`config.mk`:
```
export PLATFORM = sky130hd
export DESIGN_NAME = preset_counter
export DESIGN_NICKNAME = d
export VERILOG_FILES = /design/src/rtl/preset_counter.sv
export SDC_FILE = /design/constraint.sdc
export NUM_CORES = 1
export LEC_CHECK = 0
export BUFFER_PORTS_ARGS = -buffer_cell sky130_fd_sc_hd__buf_2
export CAP_MARGIN = 20
export CELL_PAD_IN_SITES_DETAIL_PLACEMENT = 0
export CELL_PAD_IN_SITES_GLOBAL_PLACEMENT = 1
export CORE_AREA = 5 5 42 44
export CTS_BUF_LIST = sky130_fd_sc_hd__clkbuf_4
export DETAILED_ROUTE_END_ITERATION = 8
export DIE_AREA = 0 0 47 49
export PLACE_DENSITY = 0.52
export SYNTH_ARGS = -nofsm -noshare
export SYNTH_HDL_FRONTEND = slang
export SYNTH_SLANG_ARGS = --single-unit
export TNS_END_PERCENT = 100
```
`constraint.sdc`:
```
create_clock -name clk -period 1.1 [get_ports clk]
set_clock_uncertainty 0.2 [all_clocks]
set_input_delay 0.165 -clock clk [delete_from_list [all_inputs] [get_ports clk]]
set_output_delay 0.165 -clock clk [all_outputs]
set_load 0.005 [all_outputs]
```
`src/rtl/preset_counter.sv`:
```
module preset_counter #(
  parameter int WIDTH       = 4,
  parameter bit CLEAR_ASYNC = 1'b1
) (
  input  logic             clk,
  input  logic             clr_n,
  input  logic             load_n,
  input  logic [WIDTH-1:0] preset,
  input  logic             en_par,
  input  logic             en_trk,
  output logic [WIDTH-1:0] count,
  output logic             tc
);

  localparam logic [WIDTH-1:0] ALL_ONES = '1;

  logic             run;
  logic [WIDTH-1:0] nxt;

  assign run = load_n & en_par & en_trk;
  assign nxt = !load_n ? preset : (run ? count + 1'b1 : count);
  assign tc  = en_trk & (count == ALL_ONES);

  generate
    if (CLEAR_ASYNC) begin : g_async_clr
      always_ff @(posedge clk or negedge clr_n)
        if (!clr_n) count <= '0;
        else        count <= nxt;

      // while clear is low the count reads zero at every edge
      a_r2_async_zero: assert property (@(posedge clk) !clr_n |-> count == '0);
    end else begin : g_sync_clr
      always_ff @(posedge clk)
        if (!clr_n) count <= '0;
        else        count <= nxt;

      // a clear seen at an edge leaves zero after it
      a_r1_sync_zero: assert property (@(posedge clk) !clr_n |=> count == '0);
    end
  endgenerate

  a_r4_load: assert property (@(posedge clk) disable iff (!clr_n)
    !load_n |=> count == $past(preset));

  a_r5_increment: assert property (@(posedge clk) disable iff (!clr_n)
    (load_n && en_par && en_trk) |=> count == WIDTH'($past(count) + 1'b1));

  a_r6_wrap_after_tc: assert property (@(posedge clk) disable iff (!clr_n)
    (tc && en_par && load_n) |=> count == '0);

  a_r7_hold: assert property (@(posedge clk) disable iff (!clr_n)
    (load_n && !(en_par && en_trk)) |=> $stable(count));

  a_r8_tc_gated: assert property (@(posedge clk) disable iff (!clr_n)
    !en_trk |-> !tc);

endmodule

```
; Word level (Yosys, flattened, before mapping)
; Index checks and enable logic that the tools add are counted.
[classes]
addsub = 1
n_mul = 0
div_mod_pow = 0
n_lt_le_gt_ge = 0
n_eq_ne = 2
shift = 0
muxes = 2
bitwise_logic = 3
reduce_logical = 0
[op_table]
columns = op, n
row1 = 4-bit two-way mux, 2
row2 = 4-bit by 1-bit adder with 4-bit output (second input constant), 1
row3 = 4-bit equality test (second input constant), 1
row4 = 1-bit bitwise AND, 3
row5 = 2-bit by 1-bit inequality test with 1-bit output (second input constant), 1
[totals]
reg_bits = 4
latchBits = 0
mem_bits_rw = 0
rom_bits = 0
input_bits = 9
output_inout_bits = 5
n_memories = 0

; Logic depth before layout (Yosys ltp)
; Gate-level depths: netlist of run 1.
[logic_depth]
ltp_word = 4
ltp_mapped = 4
mapped_depth_nobuf = 4

; Least setup slack after synthesis of run 1
; OpenSTA, ideal clock, no wires.
[synth_path]
kind = register -> register
startpoint = register count[0]
endpoint = register count[2]
setup_time_ns = 0.133
arrival_ns = 0.905
required_ns = 0.767
setup_slack_ns = -0.138
stages_incl_launch_ff = 5
path_buffers = 0
period_less_slack_ns = 1.238
path_cell_list = dfrtp_1 > ha_1 > nand3_1 > xor2_1 > a21oi_1
[synth_via]
elab_chain_cells = 3
[synth_rtl]
columns = element, line
row1 = start: declaration, 11  ; output logic [WIDTH-1:0] count,
row2 = start signal: assignment, 28  ; else count <= nxt;
row3 = 4-bit by 1-bit adder with 4-bit output, 21  ; assign nxt = !load_n ? preset : (run ? count + 1'b1 : count);
row4 = 4-bit two-way mux (2 in series), 21
; Every way passes these cells. The select of a mux whose other input is x is not followed.
; A chain may end at the register's enable or synchronous reset.

; Final worst setup path of run 1
[layout_path]
startpoint = register count[1]
endpoint = output count[1]
; No word-level cell between the ends.

==> results of run 1 <==
-- area by class of cell --
cell class	count	area, um2	area share [%]
tap	16	20.0	3.91
multi-input combinational	18	123	24.0
timing repair buffer	31	246	48.2
sequential	4	100	19.6
clock buffer	3	22.5	4.40
-- path summary, 6_finish.rpt --
| path | endpoint | slack (ns) |
|---|---|---|
| worst max-delay path | count[1] | -0.33 |
| worst min-delay path | count[2]$_DFFE_PN0P_ | 0.005 |
| worst max register to register | count[2]$_DFFE_PN0P_ | -0.30 |
| worst min register to register | count[3]$_DFFE_PN0P_ | 0.38 |
| max in group asynchronous | count[0]$_DFFE_PN0P_ | 0.51 |
| min in group asynchronous | count[1]$_DFFE_PN0P_ | 0.07 |
-- routing by layer --
layer | global-route usage [%] | vias up | part of all wire [%]
li1 | - | 152 | -
met1 | 6.40 | 131 | 34
met2 | 10.4 | 11 | 53
met3 | 2.58 | 2 | 11
met4 | 5.99 | 0 | 3.0
met5 | 0 | - | 0
-- repair_timing --
action / in CTS / in global routing
pin swaps: 8 / 0
buffers inserted: 5 / 1
cloned: 0 / 0
resized for setup: 5 / 3
endpoints found under the setup margin: 8 / 9
endpoints found under the hold margin: 8 / 0
hold buffers: 5 / 0
-- layout by cell type, fill, tap and decap left out, drive strengths merged --
cell type,synthesis,layout
a21oi,3,3
a31oi,1,1
and4,1,1
buf,0,26
clkbuf,1,3
dfrtp,4,4
dlygate4sd3,0,5
ha,1,1
mux2i,1,1
nand2,1,1
nand3,2,2
nor2,4,4
o21ai,1,1
or3,1,1
xor2,2,2
-- power groups by stage --
stage	Combinational [mW]	Clock [mW]	Sequential, mW
2_1_floorplan	0.0477	0	0.185
3_3_place_gp	0.135	0	0.178
3_5_place_dp	0.135	0	0.180
4_1_cts	0.202	0.191	0.176
5_1_grt	0.243	0.192	0.178
6_report	0.222	0.180	0.176
-- through the flow --
stage,utilization (%),hold WS (ns)
3_3_place_gp,25.6,-0.226
2_1_floorplan,-,-0.331
5_1_grt,36.5,0.0311
6_report,36.5,0.00543
4_1_cts,35.0,0.00154
3_5_place_dp,25.6,-0.222
-- cell families (layout without fill, tap and decap cells) --
logic type,after synthesis,after routing
compound gates,5,5
xor+xnor,2,2
fa+ha+maj,1,1
buf+inv,1,34
flops,4,4
mux,1,1
simple gates,9,9
==> impl_metrics.json, run 1 <==
{
  "outcome": "finished, violations left",
  "violations": "negative setup slack",
  "synth_xor_area_share_pct": 8.05,
  "reg_top3": "count x4",
  "ant_nets": 0,
  "power_mw": 0.578,
  "max_slew.worst_pin.slew_ns": 0.151,
  "synth_top_area_share_pct": 46.0,
  "numCtsBuffers": 3,
  "synth-compound-area-share_pct": 12.1,
  "criticalPathCategory": "flip-flop to output port",
  "drv_slew": 0,
  "grt_pass1_vias": 312,
  "place_area_um2": 359,
  "synthesis.nets": 33,
  "fp-row-count": 14,
  "coreArea_um2": 1400,
  "r2r_cells": 6,
  "grt_max_degree": 9,
  "avgSynthCellArea_um2": 9.47,
  "yosys_warnings": 0,
  "ys.flop_type": "dfrtp_1",
  "net-switching-power_mw": 0.146,
  "num_antenna_cells": 0,
  "dp_cells": 58,
  "async_flop_share_pct": 100,
  "cp-end-kind": "output port",
  "crit_slowest_cell": "dfrtp_1",
  "clk_pin_slew_ns": 0.04,
  "syn_area_um2": 218,
  "seq_power_share_pct": 30.4,
  "dieHeight_um": 49,
  "fin_ws_ns": -0.325,
  "portBuffers": 13,
  "fillCellCount": 159,
  "stdcell_count": 72,
  "rsz0062_at_grt": "yes",
  "worstSkewPairLatency_ns": 0.23,
  "start_kind": "flip-flop",
  "synth_top_family_by_area": "simple AND/OR/NAND/NOR gates",
  "muxShareOfSynthArea_pct": 4.60,
  "post-route-min-period_ns": 1.43,
  "slowest_delay_ns": 0.37,
  "cts_tree": "built",
  "synth_area_leaders": "dfrtp_1 (46%), xor2_1 (8.0%), a21oi_1 (6.9%)",
  "p_leak_nw": 0.248,
  "top_register": "count",
  "die_w_um": 47,
  "start_util_pct": 15.5,
  "drc": 0,
  "first_iter_violations": 0,
  "globalRouteOverflowTotal": 0,
  "synthAdderAreaFrac_pct": 5.75,
  "hp-start": "load_n",
  "track_usage_pct": 6.70,
  "wire_per_inst_um": 9.74,
  "grt_first_pass_wirelength_mm": 1.10,
  "yosys.area_share.simple_pct": 21.8,
  "synth_cell_types": 13,
  "crit_start": "count[1]$_DFFE_PN0P_",
  "worstPathArrival_ns": 1.06,
  "cp_top_family": "buffers and inverters",
  "totalWireLength_um": 701,
  "setup_viol": 9,
  "r2r-start": "count[0]$_DFFE_PN0P_",
  "routabilityCongestion": 0.650,
  "tns_ns": -1.88,
  "period_share_pct": 130,
  "power_frac_clock_pct": 31.1,
  "stdcell_area_um2": 512,
  "crit_cells": 4,
  "ir_drop_uv": 324,
  "comb_power_share_pct": 38.4,
  "htreeDepth": 1,
  "cp_max_fo": 2,
  "antenna_found_initial": 0,
  "drive_above_1_share_pct": 58.9,
  "synth_edf_count": 0,
  "synth_cells": 23,
  "cp_cell_sequence": "buf_4 -> buf_6 -> buf_6 -> buf_6",
  "largest_register_ffs": 4,
  "p_sw_share_pct": 25.2,
  "synth.ff_latch_count": 4,
  "place_ws_ns": -0.186,
  "vias_per_cell": 4.11,
  "hold_class": "input pin to flip-flop",
  "powerDensity_nw_per_um2": 1130,
  "timing.fmax_mhz": 702,
  "dieArea_um2": 2300,
  "io_pins": 14,
  "finalHoldViolCount": 0,
  "slew-limit-headroom_pct": 89.8,
  "cp_common_cell": "buf_6",
  "synth_top_area_cell": "dfrtp_1",
  "hold_path_depth": 2,
  "crit_buf_inv": 4,
  "clockBufferDepth": 2,
  "cts_root_buf": "clkbuf_4",
  "vias": 296,
  "drv_cap": 0,
  "yosys-top-cells-count": "dfrtp_1 (4), nor2_1 (4), a21oi_1 (3), nand3_1 (2), xor2_1 (2)",
  "area_growth_pct": 135,
  "nNetsFinal": 68,
  "crit_required_ns": 0.73,
  "internal_power_mw": 0.432,
  "yosysSeqAreaShare_pct": 46.0,
  "firstDrtPassIters": 1,
  "clock-sinks": 4
}
No activity file was read; power rests on OpenSTA's default activity.
==> run 2, diff against run 1 <==
- SKIP_CTS_REPAIR_TIMING: unset -> 1
==> run 2 against run 1 <==
Setup slack got worse by 0.0056 ns. The run ends with negative hold slack, negative setup slack left. Combinational power decreased by 15%. Global-route usage decreased by 0.49 points. Clock power about the same. Register-to-register slack improved by 0.09 ns. Critical endpoint is now tc. Fmax decreased by 0.39%. Cell area decreased by 8.3%. Die area unchanged.
==> impl_metrics.json, run 2 (synthesis results as in run 1) <==
{
  "violations": "negative hold slack, negative setup slack",
  "clk_pin_slew_ns": 0.04,
  "power_mw": 0.552,
  "top_register": "count",
  "totalWireLength_um": 634,
  "portBuffers": 13,
  "dp_cells": 58,
  "slowest_delay_ns": 0.40,
  "mostFrequentLayoutCells": "buf_2 (10), buf_4 (9), buf_6 (5)",
  "timing.fmax_mhz": 699,
  "largest_register_ffs": 4,
  "routabilityCongestion": 0.650,
  "num_antenna_cells": 0,
  "stdcell_area_um2": 469,
  "place_area_um2": 359,
  "fin_ws_ns": -0.331,
  "rsz0062_at_grt": "yes",
  "cp_cell_sequence": "ha_4 -> and4_4 -> buf_6",
  "crit_slowest_cell": "dfrtp_1",
  "grt_pass1_vias": 268,
  "drv_slew": 0,
  "powerDensity_nw_per_um2": 1180,
  "clockBufferDepth": 2,
  "reg_top3": "count x4",
  "worstPathArrival_ns": 1.07,
  "firstDrtPassIters": 1,
  "io_pins": 14,
  "ant_nets": 0,
  "wire_per_inst_um": 9.46,
  "drive_above_1_share_pct": 60.8,
  "worstSkewPairLatency_ns": 0.23,
  "cts_tree": "built",
  "postLayoutCoreUtil_pct": 33.5,
  "tns_ns": -1.73,
  "coreArea_um2": 1400,
  "slew-limit-headroom_pct": 89.9,
  "die_w_um": 47,
  "ir_drop_uv": 325,
  "finalHoldViolCount": 3,
  "first_iter_violations": 0,
  "start_util_pct": 15.5,
  "numCtsBuffers": 3,
  "drc": 0,
  "timing.hold.ws_ns": -0.0231,
  "vias_per_cell": 4.09,
  "criticalPathCategory": "flip-flop to output port",
  "area_growth_pct": 116,
  "fp-row-count": 14,
  "cts_root_buf": "clkbuf_4",
  "vias": 274,
  "post-route-min-period_ns": 1.43,
  "dieHeight_um": 49,
  "track_usage_pct": 6.21,
  "globalRouteOverflowTotal": 0,
  "hold_class": "input pin to flip-flop",
  "p_leak_nw": 0.225,
  "crit_required_ns": 0.73,
  "start_kind": "flip-flop",
  "htreeDepth": 1,
  "place_ws_ns": -0.186,
  "final_common_cell": "buf_2",
  "drv_cap": 0,
  "max_slew.worst_pin.slew_ns": 0.150,
  "cp-end-kind": "output port",
  "outcome": "finished, violations left",
  "grt_first_pass_wirelength_mm": 1.01,
  "cp_max_fo": 3,
  "stdcell_count": 67,
  "period_share_pct": 130,
  "dieArea_um2": 2300,
  "nNetsFinal": 63,
  "antenna_found_initial": 0,
  "grt_max_degree": 9,
  "clock-sinks": 4,
  "setup_viol": 9
}
==> run 2: critical path: cells and delay by family, from the launching register on <==
| kind | cells | cell delay [ns] |
|---|---|---|
| flip-flops | 1 | 0.40 |
| buffers and inverters | 1 | 0.09 |
| adder cells (fa/ha/maj) | 1 | 0.15 |
| AND/OR/NAND/NOR | 1 | 0.19 |
==> run 2: layout make-up <==
cell class	count	area, um2
multi-input combinational	18	133
timing repair buffer	26	194
clock buffer	3	22.5
fill	151	932
tap	16	20.0
sequential	4	100
==> run 2: worst paths after layout <==
path,start,to,slack (ns),cells after the start
min in group asynchronous,clr_n,count[2]$_DFFE_PN0P_,0.07,2
min,preset[0],count[0]$_DFFE_PN0P_,-0.02,3
max reg2reg,count[0]$_DFFE_PN0P_,count[2]$_DFFE_PN0P_,-0.21,5
max,count[0]$_DFFE_PN0P_,tc,-0.33,3
max in group asynchronous,clr_n,count[3]$_DFFE_PN0P_,0.51,2
min reg2reg,count[3]$_DFFE_PN0P_,count[3]$_DFFE_PN0P_,0.38,2
==> run 2: layer usage <==
metal / up-vias / GRT usage (%) / routed length [um]
met3: 2 / 2.95 / 78
met2: 11 / 8.82 / 305
li1: 143 / - / -
met1: 118 / 6.40 / 229
met4: 0 / 5.53 / 21
met5: - / 0 / 0
==> run 2: report_power, final <==
part           switching [mW]  leakage [nW]  internal (mW)
Combinational          0.0657         0.167          0.124
Sequential             0.0172        0.0448          0.165
Clock                  0.0579        0.0138          0.122
